--- config.mk ---
export PLATFORM = sky130hd
export DESIGN_NAME = sem_cmd_engine
export DESIGN_NICKNAME = d
export VERILOG_FILES = /design/src/rtl/sem_pkg.sv /design/src/rtl/sem_cmd_decode.sv /design/src/rtl/sem_cmd_exec.sv /design/src/rtl/sem_store.sv /design/src/rtl/sem_cmd_engine.sv
export SDC_FILE = /design/constraint.sdc
export NUM_CORES = 2
export LEC_CHECK = 0
export BUFFER_PORTS_ARGS = -buffer_cell sky130_fd_sc_hd__buf_2
export CAP_MARGIN = 20
export CORE_MARGIN = 8
export CORE_UTILIZATION = 50
export DETAILED_ROUTE_END_ITERATION = 8
export PLACE_DENSITY_LB_ADDON = 0.1
export SYNTH_ARGS = -nofsm -noshare
export SYNTH_HDL_FRONTEND = slang
export SYNTH_HIERARCHICAL = 1
export SYNTH_SLANG_ARGS = --single-unit
--- constraint.sdc ---
create_clock -name clk -period 15.6 [get_ports clk]
set_input_delay 3.12 -clock clk [delete_from_list [all_inputs] [get_ports clk]]
set_output_delay 3.12 -clock clk [all_outputs]
set_load 0.01 [all_outputs]
--- src/rtl/sem_pkg.sv ---
package sem_pkg;
  localparam int CMD_W   = 32;
  localparam int VAL_W   = 12;
  localparam int IDX_W   = 5;
  localparam int NUM_SEM = 1 << IDX_W;

  // bit positions the decoder relies on
  localparam int B_EN    = 31;
  localparam int B_FTO   = 30;
  localparam int B_FFROM = 29;
  localparam int B_OPLO  = 24;
  localparam int B_PRE   = 22;
  localparam int B_IDXLO = 16;

  typedef enum logic [2:0] {
    OP_NOP  = 3'd0,
    OP_INIT = 3'd1,
    OP_INC  = 3'd2,
    OP_DEC  = 3'd3,
    OP_WEQ  = 3'd4,
    OP_WGE  = 3'd5,
    OP_TAKE = 3'd6,
    OP_RSV  = 3'd7
  } sem_op_e;

  typedef enum logic [1:0] {
    SIDE_LOAD = 2'd0,
    SIDE_UP   = 2'd1,
    SIDE_DOWN = 2'd2,
    SIDE_NONE = 2'd3
  } side_op_e;

  typedef struct packed {
    logic             en;
    logic             fence_to;
    logic             fence_from;
    sem_op_e          op;
    logic             pre;
    logic [IDX_W-1:0] idx;
    logic [VAL_W-1:0] val;
  } sem_cmd_t;

  function automatic logic [VAL_W-1:0] sat_up(logic [VAL_W-1:0] v);
    return (&v) ? v : v + 1'b1;
  endfunction

  function automatic logic [VAL_W-1:0] sat_down(logic [VAL_W-1:0] v);
    return (v == '0) ? v : v - 1'b1;
  endfunction

  function automatic logic [VAL_W-1:0] side_apply(side_op_e op, logic [VAL_W-1:0] cur,
                                                  logic [VAL_W-1:0] ld);
    case (op)
      SIDE_LOAD: return ld;
      SIDE_UP:   return sat_up(cur);
      SIDE_DOWN: return sat_down(cur);
      default:   return cur;
    endcase
  endfunction
endpackage

--- src/rtl/sem_cmd_decode.sv ---
module sem_cmd_decode
  import sem_pkg::*;
(
  input  logic [CMD_W-1:0] word,
  output sem_cmd_t         cmd
);
  always_comb begin
    cmd.en         = word[B_EN];
    cmd.fence_to   = word[B_FTO];
    cmd.fence_from = word[B_FFROM];
    cmd.op         = sem_op_e'(word[B_OPLO +: 3]);
    cmd.pre        = word[B_PRE];
    cmd.idx        = word[B_IDXLO +: IDX_W];
    cmd.val        = word[VAL_W-1:0];
  end
endmodule

--- src/rtl/sem_cmd_exec.sv ---
module sem_cmd_exec
  import sem_pkg::*;
#(
  parameter int CNT_W = 8
) (
  input  sem_cmd_t         cmd,
  input  logic [VAL_W-1:0] eff_val,
  input  logic [CNT_W-1:0] todev_pending,
  input  logic [CNT_W-1:0] fromdev_pending,
  output logic             go,
  output logic             wr,
  output logic [VAL_W-1:0] wr_val,
  output logic             bad_op
);
  logic fences_clear;
  logic cond_ok;

  always_comb begin
    fences_clear = !(cmd.fence_to   && (todev_pending   != '0)) &&
                   !(cmd.fence_from && (fromdev_pending != '0));
    cond_ok = 1'b1;
    wr      = 1'b0;
    wr_val  = eff_val;
    case (cmd.op)
      OP_INIT: begin wr = 1'b1; wr_val = cmd.val;           end
      OP_INC:  begin wr = 1'b1; wr_val = sat_up(eff_val);   end
      OP_DEC:  begin wr = 1'b1; wr_val = sat_down(eff_val); end
      OP_WEQ:  cond_ok = (eff_val == cmd.val);
      OP_WGE:  cond_ok = (eff_val >= cmd.val);
      OP_TAKE: begin
        cond_ok = (eff_val != '0);
        wr      = 1'b1;
        wr_val  = eff_val - 1'b1;
      end
      default: ;
    endcase
    go     = !cmd.en || (fences_clear && cond_ok);
    wr     = wr && cmd.en;
    bad_op = cmd.en && (cmd.op == OP_RSV);
  end
endmodule

--- src/rtl/sem_store.sv ---
module sem_store
  import sem_pkg::*;
(
  input  logic             clk,
  input  logic             rst_n,
  input  logic             side_valid,
  input  side_op_e         side_op,
  input  logic [IDX_W-1:0] side_idx,
  input  logic [VAL_W-1:0] side_value,
  input  logic             eng_we,
  input  logic [IDX_W-1:0] eng_idx,
  input  logic [VAL_W-1:0] eng_val,
  input  logic [IDX_W-1:0] look_idx,
  output logic [VAL_W-1:0] eff_val,
  input  logic [IDX_W-1:0] rd_idx,
  output logic [VAL_W-1:0] rd_value
);
  logic [VAL_W-1:0] q [NUM_SEM];

  for (genvar i = 0; i < NUM_SEM; i++) begin : g_sem
    logic [VAL_W-1:0] d;
    always_comb begin
      d = q[i];
      if (side_valid && side_idx == IDX_W'(i)) d = side_apply(side_op, q[i], side_value);
      if (eng_we && eng_idx == IDX_W'(i))      d = eng_val;
    end
    always_ff @(posedge clk) begin
      if (!rst_n) q[i] <= '0;
      else        q[i] <= d;
    end
  end

  // side update forwarded ahead of the engine's test and write
  always_comb begin
    eff_val = q[look_idx];
    if (side_valid && side_idx == look_idx)
      eff_val = side_apply(side_op, q[look_idx], side_value);
  end

  assign rd_value = q[rd_idx];
endmodule

--- src/rtl/sem_cmd_engine.sv ---
module sem_cmd_engine
  import sem_pkg::*;
#(
  parameter int CNT_W = 8
) (
  input  logic             clk,
  input  logic             rst_n,
  input  logic             cmd_valid,
  output logic             cmd_ready,
  input  logic [CMD_W-1:0] cmd_word,
  input  logic [CNT_W-1:0] todev_pending,
  input  logic [CNT_W-1:0] fromdev_pending,
  input  logic             side_valid,
  input  logic [1:0]       side_op,
  input  logic [IDX_W-1:0] side_idx,
  input  logic [VAL_W-1:0] side_value,
  input  logic [IDX_W-1:0] rd_idx,
  output logic [VAL_W-1:0] rd_value,
  output logic             done,
  output logic             done_presync,
  output logic             err
);
  sem_cmd_t         cmd;
  logic [VAL_W-1:0] eff_val;
  logic             go, wr, bad_op, fire;
  logic [VAL_W-1:0] wr_val;

  sem_cmd_decode u_dec (.word(cmd_word), .cmd(cmd));

  sem_cmd_exec #(.CNT_W(CNT_W)) u_exec (
    .cmd(cmd), .eff_val(eff_val),
    .todev_pending(todev_pending), .fromdev_pending(fromdev_pending),
    .go(go), .wr(wr), .wr_val(wr_val), .bad_op(bad_op)
  );

  assign cmd_ready = go;
  assign fire      = cmd_valid && go;

  sem_store u_store (
    .clk(clk), .rst_n(rst_n),
    .side_valid(side_valid), .side_op(side_op_e'(side_op)),
    .side_idx(side_idx), .side_value(side_value),
    .eng_we(fire && wr), .eng_idx(cmd.idx), .eng_val(wr_val),
    .look_idx(cmd.idx), .eff_val(eff_val),
    .rd_idx(rd_idx), .rd_value(rd_value)
  );

  always_ff @(posedge clk) begin
    if (!rst_n) begin
      done         <= 1'b0;
      done_presync <= 1'b0;
      err          <= 1'b0;
    end else begin
      done         <= fire;
      done_presync <= fire && cmd.pre;
      err          <= fire && bad_op;
    end
  end
endmodule

* Yosys cells after proc, flatten, opt, wreduce, memory -nomap -nowiden
Memory sizes are Yosys's and may differ from the RTL's. Cells that the tools add are included.
Word-level totals: register bits after elaboration 3, memory bits (writable) 384, output and inout port bits 16, word-level logic and storage cells 535, memories kept 1
Cells by class: add/sub/neg operators 68, order comparisons 1, equal/unequal tests 73, muxes and demuxes 203, bitwise logic cells 32, reduce and logical (&&, ||, !) cells 154
Memory list:
- u_store.q | words 32, bits a word 12, read ports 34, clocked after memory_dff 0, write ports 32, line sem_store.sv:18 | logic [VAL_W-1:0] q [NUM_SEM];
Operators with widths (count):
- 2-to-1 mux 12 bit | 165
- case mux 12 bit (3 select lines) | 33
- adder 12 x 1 -> 12 bit, second input constant | 34
- zero test 12 bit | 34
- AND reduction 12 bit | 34
- subtractor 12 x 1 -> 12 bit, second input constant | 34
- equality test 5 bit, second input constant | 32
- equality test 5 x 4 -> 1 bit, second input constant | 16
- logical AND 1 bit | 75
- case mux 12 bit (4 select lines) | 1
- equality test 5 x 3 -> 1 bit, second input constant | 8
- bitwise OR 1 bit | 32
- equality test 5 x 2 -> 1 bit, second input constant | 4
- nonzero test 8 bit | 2
- equality test 12 bit | 1
- equality test 3 bit, second input constant | 4
- greater-or-equal comparator 12 bit | 1
- nonzero test 12 bit | 1
- equality test 5 x 1 -> 1 bit, second input constant | 2
- zero test 5 bit | 2
- equality test 3 x 2 -> 1 bit, second input constant | 2
- equality test 5 bit | 1
- OR reduction 4 bit | 1
- equality test 3 x 1 -> 1 bit, second input constant | 1
- 7 further kinds | 11

* Depth between registers and ports, before layout
An unclocked memory read counts as a cell.
depth in word-level cells 14, mapped depth 36, mapped depth without buffers 26

* Modules after synthesis
The synthesis kept the hierarchy.
Modules (own cells, without submodules):
- sem_store | instances 1, cells each 5349, area an instance 42004.0 µm², sequential area each 7687.4 µm²
- sem_cmd_exec | instances 1, cells each 225, area an instance 1451.4 µm², sequential area each 0.0 µm²
- sem_cmd_decode | instances 1, cells each 24, area an instance 180.2 µm², sequential area each 0.0 µm²
- sem_cmd_engine | instances 1, cells each 7, area an instance 92.6 µm², sequential area each 60.1 µm²

* Worst setup path after synthesis
Ideal clock, no wire load.
path type input to output, start in side_op[0], end out cmd_ready, arrival 12.450 ns, data required time 12.480 ns, path slack 0.030 ns, stages on the path 13, path buffers 3, cells stage by stage inv_1 -> ha_1 -> buf_1 -> buf_1 -> clkbuf_1 -> o21ai_0 -> a221oi_1 -> ha_1 -> a21oi_1 -> nor2_1 -> a2111oi_0 -> a21o_1 -> a41oi_1
On the way: word-level cells in the longest chain between the ends 7, elaborated cells on any way between the ends 11, those cells by class order compare: 1; eq/ne: 3; mux: 3; reduce/logical: 4
RTL lines:
- from (decl) | line sem_cmd_engine.sv:14 | input logic [1:0] side_op,
- equality test 2 bit (tied with other cells) | line sem_pkg.sv:53 | case (op)
- case mux 12 bit (3 select lines) * | line sem_pkg.sv:53
- 2-to-1 mux 12 bit * | line sem_store.sv:36 | if (side_valid && side_idx == look_idx)
- named net eff_val[4] | line sem_cmd_engine.sv:24 | logic [VAL_W-1:0] eff_val;
- greater-or-equal comparator 12 bit (tied with other cells) | line sem_cmd_exec.sv:29 | OP_WGE: cond_ok = (eff_val >= cmd.val);
- case mux 1 bit (3 select lines) * | line sem_cmd_exec.sv:24 | case (cmd.op)
- logical AND 1 bit * | line sem_cmd_exec.sv:37 | go = !cmd.en || (fences_clear && cond_ok);
- logical OR 1 bit * | line sem_cmd_exec.sv:37
- to (decl) | line sem_cmd_engine.sv:9 | output logic cmd_ready,
The timed path passes the listed nets; every way through them passes the cells marked *.

* Worst setup path after layout
start in cmd_word[17], end out cmd_ready
On the way: word-level cells in the longest chain between the ends 9, elaborated cells on any way between the ends 17, those cells by class add/sub: 2; order compare: 1; eq/ne: 2; mux: 5; reduce/logical: 6; memory: 1
RTL lines:
- from (decl) | line sem_cmd_engine.sv:10 | input logic [CMD_W-1:0] cmd_word,
- memory (32 x 12 bit)
- subtractor 12 x 1 -> 12 bit (tied with other cells) | line sem_pkg.sv:48 | return (v == '0) ? v : v - 1'b1;
- 2-to-1 mux 12 bit (on tied branches) | line sem_pkg.sv:48, sem_pkg.sv:44
- case mux 12 bit (3 select lines) | line sem_pkg.sv:53
- 2-to-1 mux 12 bit * | line sem_store.sv:36
- named net eff_val[0] | line sem_cmd_engine.sv:24
- greater-or-equal comparator 12 bit (tied with other cells) | line sem_cmd_exec.sv:29
- case mux 1 bit (3 select lines) * | line sem_cmd_exec.sv:24
- logical AND 1 bit * | line sem_cmd_exec.sv:37
- logical OR 1 bit * | line sem_cmd_exec.sv:37
Marked as above.

==> metrics.md <==
| Metric | Value |
|---|---|
| Status | `complete, no violations` |
| Synthesis Warnings | `6` |
| Clock root cell | `clkbuf_16` |
| TritonCTS clock tree | `built` |
| Max-Cap Viols | `0` |
| Achievable frequency | `just under 80 MHz` |
| Layout cells sized above 1 | `roughly a tenth` |
| CP Capture Type | `output pin` |
| Fraction of registers with async set/reset | `0%` |
| Final WL | `193 mm` |
| WP data arrival | `9.72 ns` |
| Crit Path Class | `input port to output pin` |
| List of most frequent post-synthesis cells | `nand2_1, nor3_1, dfxtp_1` |
| Synth area leaders | `dfxtp_1, ha_1, mux4_2, nand2_1, nor3_1` |
| Vias in the first global route | `approximately 43000` |
| Largest net degree at the start of global routing | `146` |
| Number of flops mapped to enable cells by yosys | `0` |
| Remaining DRCs | `0` |
| Initial Util | `50.4%` |
| Initial antenna violation count | `16` |
| Slew @ Worst Pin | `1.28 ns` |
| Die height | `about 310 µm` |
| DP HPWL | `129 mm` |
| Main synth FF type | `dfxtp_1` |
| Full die area | `97200 µm²` |
| Clock transition at the registers of the reported paths | `about 0.06 ns` |
| CP Max Fanout | `44` |
| Inserted Clock Buffers | `52` |
| Most frequent cell after synthesis | `nand2_1` |
| Area of the mapped netlist | `43700 µm²` |
| Final ANT Viol Nets | `0` |
| GRT Total Usage | `between 30% and 40%` |
| # IOs | `92` |
| CTS Sinks | `387` |
| Initial drt markers | `6577` |
| TritonRoute pass-1 iters | `9` |
| Post-route setup TNS | `0 ns` |
| Top-area cell type share of the netlist area | `17.7%` |
| Gpl congestion | `1.01` |
| Req. time, crit path | `12.48 ns` |
| Area grow syn2layout | `6.68%` |
| Finished Layout Cells | `6652` |
| Post_cts resized | `0` |
| Final Cycle Share | `between 80% and 90%` |
| Core area | `86800 µm²` |
| HP Class | `register to register` |
| Worst skew pair latency | `0.65 ns` |
| Setup bufs post-CTS | `0` |
| Inst Count DP | `6544` |
| Final min period | `12.84 ns` |
| Hold-fix buffers, CTS | `0` |
| Row Count | `108` |
| Total grt overflow | `0` |
| Via count | `46800` |
| Syn Inst Count | `5605` |
| #FFs+latches synth | `between 300 and 400` |
| Lkg Pwr | `roughly 18 nW` |
| Register area share after synthesis | `17.7%` |
| Skew final | `between 0.03 and 0.04 ns` |
| Crit start category | `input port` |
| Largest area contributor in the netlist | `dfxtp_1` |
| Slew margin rel. | `between 10 and 15%` |
| Max IR drop VDD | `about 0.079 mV` |
| First-pass GRT wire length | `284 mm` |
| Die W | `312 µm` |
| H-Tree Depth | `2` |
| RSZ-0062 raised after global routing | `no` |
| Yosys cell types | `93` |
| Final Setup Violations | `0` |
| Final hold vios | `0` |
| DR vias/cell | `slightly above 7` |
| Max-slew violations | `0` |
| WL per Instance | `about 29 µm` |
| # port buffers | `83` |
| Syn Area/Cell | `a little under 8 µm²` |
| Power density relative to cell area | `64.0 nW/µm²` |
| CTS max path bufs | `3` |
| Mapped Nets | `6054` |
| Final nets | `5892` |
==> critical path, cell delays in order <==
cell     delay, ns
buf_4         0.61
buf_4         0.47
nor2b_1       0.72
buf_4         0.34
a22oi_1       0.10
nand3_1       0.16
and3_1        0.45
and4b_1       0.33
and4_1        0.41
nand2_1       0.23
mux2i_1       0.17
a221o_1       0.44
inv_1         0.14
ha_1          0.26
nor4b_2       0.79
nand3_1       0.28
o22ai_1       0.24
a41oi_1       0.22
buf_2         0.21
==> state kept, by name (all words and copies together), names as in the netlist <==
signal and flops:
done 1, done_presync 1, err 1, u_store/q 384
==> path summary, 6_finish.rpt <==
path / start / endpoint / slack, ns / depth (start not counted)
worst max-delay path: cmd_word[17] / cmd_ready / 2.76 / 19
worst max register to register: u_store/q[29][3] / u_store/q[16][10] / 7.44 / 24
worst min-delay path: u_store/q[10][9] / u_store/q[10][9] / 0.67 / 2
worst min register to register: u_store/q[10][9] / u_store/q[10][9] / 0.67 / 2
==> layer usage <==
layer / track usage [%] / share of wire [%] / up-vias
li1: - / - / 20700
met1: 50.5 / 40 / 22200
met2: 53.7 / 40 / 3214
met3: 11.8 / 14 / 754
met4: 20.1 / 6.6 / 14
met5: 0.202 / 0.12 / -
==> through the flow <==
step | total power [mW] | utilization (%) | cell area (µm²) | hold WS, ns | setup slack, ns
after global routing | 3.05 | 53.7 | 46600 | 0.670 | 2.26
after floorplan | 1.48 | - | 43700 | 0.567 | 0.0304
after CTS | 2.96 | 53.7 | 46600 | 0.643 | 2.96
final | 2.99 | 53.8 | 46700 | 0.669 | 2.76
after global placement | 1.73 | 51.8 | 44900 | 0.622 | 2.96
after detailed placement | 1.74 | 51.8 | 44900 | 0.635 | 2.96
==> cell usage in the layout (no fill, tap or decap), types with 43 or more instances in the layout <==
cell type,synthesis,final
nand2_1,590,589
nor3_1,403,393
dfxtp_1,387,387
a21oi_1,380,379
o21ai_0,372,371
ha_1,341,338
nor2_1,268,267
inv_1,219,218
xnor2_1,189,189
a211oi_1,175,175
mux4_2,172,172
mux2i_1,154,154
a21o_1,148,148
a21boi_0,144,144
o211ai_1,132,132
nand3_1,121,121
buf_4,33,115
xor2_1,103,103
nor4_1,117,103
nor2b_1,113,102
nand4_1,99,99
buf_2,21,78
clkbuf_16,0,53
nand2b_1,45,45
a311oi_1,43,43
==> cell type report <==
class	count	area (µm²)
Sequential cell	387	7750
Inverter	221	832
Fill cell	8339	40100
Clock buffer	80	1570
Antenna cell	13	32.5
Timing Repair Buffer	198	1330
Multi-Input combinational cell	4583	33600
Tap cell	1155	1450
Clock inverter	15	110
==> report_power, final <==
part	switching [mW]	internal (mW)	leakage, nW	total [mW]
Combinational	0.526	0.210	14.4	0.736
Sequential	0.0245	0.998	3.12	1.02
Clock	0.525	0.703	0.836	1.23
Total	1.08	1.91	18.3	2.99
==> kinds of logic (layout without fill, tap and decap cells) <==
logic type      Yosys count  count (layout)  synth area share, %
other cells               0              13                    0
simple gates           1927            1927                 21.7
compound gates         1652            1652                 24.6
buf+inv                 635             514                 6.19
fa+ha+maj               373             373                 11.2
flops                   387             387                 17.7
xor+xnor                292             292                 5.85
mux                     339             339                 12.7
Note: power is estimated with default switching activity, not from simulation.
